[config.mk]
export PLATFORM = sky130hd
export DESIGN_NAME = adc_mode_gate
export DESIGN_NICKNAME = d
export VERILOG_FILES = /design/src/rtl/adc_mode_pkg.sv /design/src/rtl/adc_mode_access.sv /design/src/rtl/adc_mode_recov.sv /design/src/rtl/adc_mode_seq.sv /design/src/rtl/adc_mode_gate.sv
export SDC_FILE = /design/constraint.sdc
export NUM_CORES = 1
export LEC_CHECK = 0
export BUFFER_PORTS_ARGS = -buffer_cell sky130_fd_sc_hd__buf_2
export CORE_MARGIN = 4
export CORE_UTILIZATION = 35
export DETAILED_ROUTE_END_ITERATION = 8
export PLACE_DENSITY = 0.78
export SLEW_MARGIN = 20
export SYNTH_ARGS = -nofsm -noshare
export SYNTH_HDL_FRONTEND = slang
export SYNTH_SLANG_ARGS = --single-unit
[constraint.sdc]
create_clock -name clk_i -period 2 [get_ports clk_i]
set_input_delay 0.1 -clock clk_i [delete_from_list [all_inputs] [get_ports clk_i]]
set_output_delay 0.1 -clock clk_i [all_outputs]
set_load 0.005 [all_outputs]
[src/rtl/adc_mode_pkg.sv]
package adc_mode_pkg;
  localparam int unsigned NGRP = 8;

  typedef enum logic [2:0] {
    GRP_CFG   = 3'd0,
    GRP_INT   = 3'd1,
    GRP_TEST  = 3'd2,
    GRP_PORT  = 3'd3,
    GRP_CTL0  = 3'd4,
    GRP_CTL12 = 3'd5,
    GRP_STAT  = 3'd6,
    GRP_RAM   = 3'd7
  } grp_e;

  // groups fully accessible in stop
  localparam logic [NGRP-1:0] STOP_RW_MASK  = 8'b0000_0111;
  // groups read-only in stop
  localparam logic [NGRP-1:0] STOP_RO_MASK  = 8'b0111_1000;
  // groups cleared on stop entry
  localparam logic [NGRP-1:0] STOP_CLR_MASK = 8'b0110_0000;
  // groups that always need supervisor privilege
  localparam logic [NGRP-1:0] PRIV_BASE_MASK = 8'b0000_0111;
endpackage

[src/rtl/adc_mode_access.sv]
module adc_mode_access
  import adc_mode_pkg::*;
#(
  parameter int unsigned DW = 16
) (
  input  logic          stop_i,
  input  logic          supv_i,
  input  logic          valid_i,
  input  logic          write_i,
  input  logic          priv_i,
  input  logic [2:0]    grp_i,
  input  logic [DW-1:0] rdata_i,
  output logic          wr_o,
  output logic          rd_o,
  output logic          err_o,
  output logic [DW-1:0] rdata_o
);
  logic [NGRP-1:0] rd_ok, wr_ok, priv_ok;

  for (genvar g = 0; g < NGRP; g++) begin : g_grp
    assign rd_ok[g]   = ~stop_i | STOP_RW_MASK[g] | STOP_RO_MASK[g];
    assign wr_ok[g]   = ~stop_i | STOP_RW_MASK[g];
    assign priv_ok[g] = priv_i | ~(supv_i | PRIV_BASE_MASK[g]);
  end

  logic dir_ok, ok;
  always_comb begin
    dir_ok  = write_i ? wr_ok[grp_i] : rd_ok[grp_i];
    ok      = valid_i & priv_ok[grp_i] & dir_ok;
    wr_o    = ok & write_i;
    rd_o    = ok & ~write_i;
    err_o   = valid_i & ~ok;
    rdata_o = rd_o ? rdata_i : '0;
  end
endmodule

[src/rtl/adc_mode_recov.sv]
module adc_mode_recov #(
  parameter int unsigned REC_CYCLES = 16
) (
  input  logic clk_i,
  input  logic rst_ni,
  input  logic stop_i,
  output logic ready_o
);
  localparam int unsigned CW = $clog2(REC_CYCLES + 1);
  logic [CW-1:0] cnt_q;

  always_ff @(posedge clk_i or negedge rst_ni) begin
    if (!rst_ni)              cnt_q <= '0;
    else if (stop_i)          cnt_q <= CW'(REC_CYCLES);
    else if (cnt_q != '0)     cnt_q <= cnt_q - 1'b1;
  end

  assign ready_o = (cnt_q == '0) & ~stop_i;
endmodule

[src/rtl/adc_mode_seq.sv]
module adc_mode_seq (
  input  logic clk_i,
  input  logic rst_ni,
  input  logic stop_i,
  input  logic stop_entry_i,
  input  logic frz_req_i,
  input  logic ready_i,
  input  logic start_i,
  input  logic done_i,
  output logic start_ok_o,
  output logic busy_o,
  output logic abort_o,
  output logic halt_o
);
  logic busy_q;

  assign start_ok_o = ready_i & ~stop_i & ~frz_req_i & ~busy_q;

  always_ff @(posedge clk_i or negedge rst_ni) begin
    if (!rst_ni)                      busy_q <= 1'b0;
    else if (stop_i || done_i)        busy_q <= 1'b0;
    else if (start_i && start_ok_o)   busy_q <= 1'b1;
  end

  assign busy_o  = busy_q;
  assign abort_o = stop_entry_i & busy_q;
  // freeze waits for the running conversion to finish
  assign halt_o  = frz_req_i & ~busy_q;
endmodule

[src/rtl/adc_mode_gate.sv]
module adc_mode_gate
  import adc_mode_pkg::*;
#(
  parameter int unsigned REC_CYCLES = 16,
  parameter int unsigned DW         = 16
) (
  input  logic          clk_i,
  input  logic          rst_ni,
  input  logic          stop_i,
  input  logic          frz_en_i,
  input  logic          supv_i,
  input  logic          freeze_i,
  input  logic          conv_start_i,
  input  logic          conv_done_i,
  input  logic          acc_valid_i,
  input  logic          acc_write_i,
  input  logic          acc_priv_i,
  input  logic [2:0]    acc_grp_i,
  input  logic [DW-1:0] rdata_i,
  output logic          qclk_en_o,
  output logic          timer_rst_o,
  output logic          conv_ready_o,
  output logic          start_ok_o,
  output logic          seq_busy_o,
  output logic          seq_abort_o,
  output logic          seq_halt_o,
  output logic [7:0]    clr_vec_o,
  output logic          acc_wr_o,
  output logic          acc_rd_o,
  output logic          acc_err_o,
  output logic [DW-1:0] rdata_o
);
  logic stop_q, stop_entry, frz_req;

  always_ff @(posedge clk_i or negedge rst_ni) begin
    if (!rst_ni) stop_q <= 1'b0;
    else         stop_q <= stop_i;
  end

  assign stop_entry  = stop_i & ~stop_q;
  assign frz_req     = freeze_i & frz_en_i;
  assign qclk_en_o   = ~stop_i;
  assign timer_rst_o = stop_i;
  assign clr_vec_o   = {NGRP{stop_entry}} & STOP_CLR_MASK;

  adc_mode_recov #(.REC_CYCLES(REC_CYCLES)) u_recov (
    .clk_i   (clk_i),
    .rst_ni  (rst_ni),
    .stop_i  (stop_i),
    .ready_o (conv_ready_o)
  );

  adc_mode_seq u_seq (
    .clk_i        (clk_i),
    .rst_ni       (rst_ni),
    .stop_i       (stop_i),
    .stop_entry_i (stop_entry),
    .frz_req_i    (frz_req),
    .ready_i      (conv_ready_o),
    .start_i      (conv_start_i),
    .done_i       (conv_done_i),
    .start_ok_o   (start_ok_o),
    .busy_o       (seq_busy_o),
    .abort_o      (seq_abort_o),
    .halt_o       (seq_halt_o)
  );

  adc_mode_access #(.DW(DW)) u_acc (
    .stop_i  (stop_i),
    .supv_i  (supv_i),
    .valid_i (acc_valid_i),
    .write_i (acc_write_i),
    .priv_i  (acc_priv_i),
    .grp_i   (acc_grp_i),
    .rdata_i (rdata_i),
    .wr_o    (acc_wr_o),
    .rd_o    (acc_rd_o),
    .err_o   (acc_err_o),
    .rdata_o (rdata_o)
  );
endmodule

# After elaboration in Yosys (flattened, before gate mapping)
# Cells that the tools add are included.
# totals
regBits,7
latchBits,0
ram_bits,0
mem_bits_ro,0
output_inout_bits,34
word_cells,44
mem_count,0
# op_classes
addsub,1
n_mul,0
n_div,0
magnitude_cmp,1
n_eq_ne,0
shifts,0
n_mux,12
n_bitwise,21
n_reduce_logical,6
# op_table
op,n
$mux 16,1
$and 1x1->1,13
$mux 5,2
$bmux 1 s3,3
$not 1->1,7
$mux 1,6
$logic_not 5->1,1
$reduce_bool 5->1,1
$sub 5x1->5 const B,1
$lt 3x4->1 const B,1
$reduce_bool 2->1,2
$logic_and 1x1->1,1
$logic_or 1x1->1,1
$or 1x1->1,1

# Logic depth before layout (Yosys ltp)
# logic_depth
depth_word,8
depth_mapped,6
mapped_depth_nobuf,5

# Hierarchy
# A second synthesis with hierarchy kept.
# hier_totals
hier_cells,77
area_unflattened_um2,674.4
# by_module_without_submodules
module,n_inst,cells_each,area_per_inst_um2,seq_area_each_um2
adc_mode_recov,1,26,255.2,125.1
adc_mode_access,1,30,216.5,0.0
adc_mode_gate,1,14,120.1,25.0
adc_mode_seq,1,7,82.6,25.0

# Worst setup path before layout
# Ideal clock, no wire load.
# synth_path
path_kind,flip-flop to output port
from,register u_recov.cnt_q[0]
to,output port start_ok_o
arrival_ns,1.423
t_required_ns,1.900
setup_slack_ns,0.477
path_stages_with_launch,6
n_path_buf,1
cell_sequence,dfrtp_1 inv_1 ha_1 or4b_1 buf_2 nor4b_4
# synth_via
elab_chain_cells,5
# synth_rtl
item,line,text
from (decl),adc_mode_recov.sv:10,logic [CW-1:0] cnt_q;
from (signal assigned),adc_mode_recov.sv:14,else if (stop_i) cnt_q <= CW'(REC_CYCLES);
from (signal assigned),adc_mode_recov.sv:15,else if (cnt_q != '0) cnt_q <= cnt_q - 1'b1;
$logic_not 5->1,adc_mode_recov.sv:18,assign ready_o = (cnt_q == '0) & ~stop_i;
$and 1x1->1,adc_mode_recov.sv:18,
$and 1x1->1 (3 in a row),adc_mode_seq.sv:17,assign start_ok_o = ready_i & ~stop_i & ~frz_req_i & ~busy_q;
to (decl),adc_mode_gate.sv:23,"output logic start_ok_o,"
# Every way passes these cells.

# Final worst setup path
# Ends and elaborated chain as after synthesis.

==> summary.md <==
| Metric | Value |
|---|---|
| Result of the run | finished clean |
| Worst-path fanout max | 7 |
| Critical Path End Type | output pin |
| Synthesized cell area | about 660 µm² |
| Die X | 51.28 µm |
| Worst Path Arrival | roughly 1.8 ns |
| Count of endpoints failing hold in the final timing report | 0 |
| Via/cell ratio | 4.710 |
| YS warnings | 0 |
| Proportion of netlist area held by the largest area contributor | 26.72% |
| Final standard cell utilization of the core | between 50% and 60% |
| Post-synthesis average cell area | between 8 and 9 µm² |
| Critical path launch point type | flop |
| Via count of the first global-routing pass | 758 |
| Drt drc | 0 |
| Row count | 15 |
| Max clock buf depth | 2 |
| Worst clock skew on the final layout | ~0.0028 ns |
| Leakage power | 0.0005599 µW |
| Detailed-placement wirelength estimate | 1.584 mm |
| Cell taking the most area after synthesis | sky130_fd_sc_hd__dfrtp_1 |
| Number of instances in the synthesized netlist | 78 |
| I/O pins | 64 |
| Core footprint | 0.001745 mm² |
| Most frequent cells in the layout | sky130_fd_sc_hd__buf_2 (57), sky130_fd_sc_hd__and2_1 (17), sky130_fd_sc_hd__dfrtp_1 (7) |
| Fraction of layout cells with a size suffix above 1 | 51.09% |
| Worst hold path cell count | 1 |
| Area enclosed by the die boundary | 0.002630 mm² |
| Final worst slack | 0.07191 ns |
| Die outline height | 51.28 µm |
| Power Dens Cells | approximately 700 mW/mm² |
| Worst hold endpoint | stop_q |
| Slew at the pin with the worst max-slew slack | 0.5687 ns |
| Highest ir drop seen on vdd | 0.0003530 V |
| Worst Reg-to-Reg Cells | 5 |
| Remaining Overflow, GRT | 0 |
| Critical path data required time | 1.90 ns |
| Post-detailed-routing wire length | between 1.5 and 2 mm |
| Global-route wire length before repair | 2.987 mm |
| Later-pin clock latency in the skew report | between 0.2 and 0.3 ns |
| Number of distinct library cells after synthesis | 26 |
| Normalized max-slew margin | between 60% and 70% |
| Largest net degree at the start of global routing | 18 |
| CTS root buf | sky130_fd_sc_hd__clkbuf_4 |
| Final critical-path required period | just under 2 ns |
| Leading cell type in the layout, fill and taps excluded | sky130_fd_sc_hd__buf_2 |
| Critical hold path startpoint | stop_i |
| CTS buffer count | 3 |
| Final count of pins violating max slew | 0 |
| Final-stage net count | 169 |
| Number of max-capacitance violations reported | 0 |
| Category of the most critical setup path | flop to output pin |
| Clock H-tree levels | 1 |
| GP Congestion | 0.8078 |
| Area Growth Syn to Fin | 49.05% |
| Share of synthesized area occupied by flip-flops and latches | 26.72% |
| Port Buf Inserts | 57 |
| First-pass detailed-route iteration total | 2 |
| Antenna violations before repair | 0 |
| Total global-route track usage | 15.03% |
| CTS tree | done |
| Antenna diodes | 0 |
| Worst slack after detailed placement | 0.2214 ns |
| Per-cell routed wire length | roughly 12 µm |
| Maximum operating frequency | around 520 MHz |
| Worst reg2reg endpoint | u_recov.cnt_q[1] |
| Combined flip-flop and latch cell area | 175.2 µm² |
| Final Cycle Share | roughly 96% |
| Initial core utilization | 37.56% |
| Flops & latches, synth | 7 |
| Filler cell count | around 170 |
| Hold WC Path Type | input pin to flop |
| Area taken by multi-input logic gates | between 400 and 500 µm² |
| Number of sinks driven by the clock tree | 7 |
| Largest cells by area after synthesis | sky130_fd_sc_hd__dfrtp_1 (27%), sky130_fd_sc_hd__and2_1 (16%), sky130_fd_sc_hd__buf_4 (10%) |
| Start of the worst register-to-register path | u_recov.cnt_q[0] |
| Post-route antenna net violation count | 0 |
| Register-to-register setup slack | approximately 0.35 ns |
| Hold Slack | about 0.11 ns |
| Number of endpoints failing setup at the final stage | 0 |
| Vias | 763 |
| Clk slew on worst S/H paths | 0.05 ns |
| DR iter-0 viols | 7 |
## registers in the layout, summed over array words and instances, names as in the netlist
signal	count
stop_q	1
u_seq.busy_o	1
u_recov.cnt_q	5
## routing by layer
metal | up-vias | GRT usage [%] | part of all wire [%]
li1 | 370 | - | -
met3 | 2 | 4.082 | 12
met4 | 0 | 7.860 | 0.61
met1 | 342 | 15.63 | 37
met5 | - | 0 | 0
met2 | 49 | 27.25 | 50
## repair_timing
| action | 4_1_cts | 5_1_grt |
|---|---|---|
| cloned | 0 | 0 |
| hold endpoints to repair | 8 | 0 |
| hold buffers | 2 | 0 |
| resized for setup | 1 | 2 |
| endpoints found under the setup margin | 1 | 1 |
| buffers inserted | 0 | 3 |
## worst max path at each step
stage                          start          to  slack (ns)  depth (start not counted)
CTS                 u_recov.cnt_q[0]  start_ok_o        0.05                          5
global placement    u_recov.cnt_q[0]  start_ok_o        0.29                          5
detailed placement  u_recov.cnt_q[0]  start_ok_o        0.22                          5
global route        u_recov.cnt_q[0]  start_ok_o      -0.002                          5
finish              u_recov.cnt_q[0]  start_ok_o        0.07                          5
floorplan           u_recov.cnt_q[0]  start_ok_o        0.48                          5
## synthesized netlist by cell type, drive strengths merged
library cell and count:
buf 12, nor3 2, nor2 6, o211ai 1
a41o 1, o21ai 3, nor4 1, nand3 2
nand2b 3, nor4b 4, dfrtp 7, ha 1
conb 1, or4b 1, o31ai 1, and3 1
and2 17, nor2b 1, inv 3, a31oi 1
a211oi 2, nand2 3, a21oi 4
## critical path, stage by stage, from the launching register on
cell and delay (ns):
sky130_fd_sc_hd__dfrtp_1 0.41, sky130_fd_sc_hd__inv_2 0.07, sky130_fd_sc_hd__ha_2 0.18, sky130_fd_sc_hd__or4b_4 0.53, sky130_fd_sc_hd__nor4b_4 0.23, sky130_fd_sc_hd__buf_2 0.15
## report_power, final
part | internal (µW) | switching [µW]
clock network | 76.3 | 54.0
logic | 166 | 143
registers | 188 | 55.1
## per-stage QoR
| stage | total power, µW | setup TNS [ns] | area [µm²] | std cells |
|---|---|---|---|---|
| global route | 741.3 | -0.002473 | 977.2 | 162 |
| finish | 682.1 | 0 | 977.2 | 162 |
| floorplan | 425.4 | 0 | 674.4 | 83 |
| CTS | 651.9 | 0 | 952.2 | 159 |
| detailed placement | 506.8 | 0 | 902.1 | 153 |
| global placement | 488.9 | 0 | 902.1 | 153 |
## layout make-up
| class | count | area share, % |
|---|---|---|
| inverters | 3 | 1.152 |
| repair buffers | 62 | 33.55 |
| multi-input cells | 61 | 41.49 |
| clock buffers | 4 | 2.689 |
| flip-flops and latches | 7 | 17.93 |
| well taps | 25 | 3.201 |
## cells by family (layout without fill, tap and decap cells)
kind of cell    after synthesis  after routing  share of synthesized area (%)
flops                         7              7                          26.72
simple gates                 41             41                          41.61
buf+inv                      15             69                          15.27
fa+ha+maj                     1              1                          1.908
other cells                   1              6                         0.5720
compound gates               13             13                          13.93
Power figures use the tool's default switching activity.
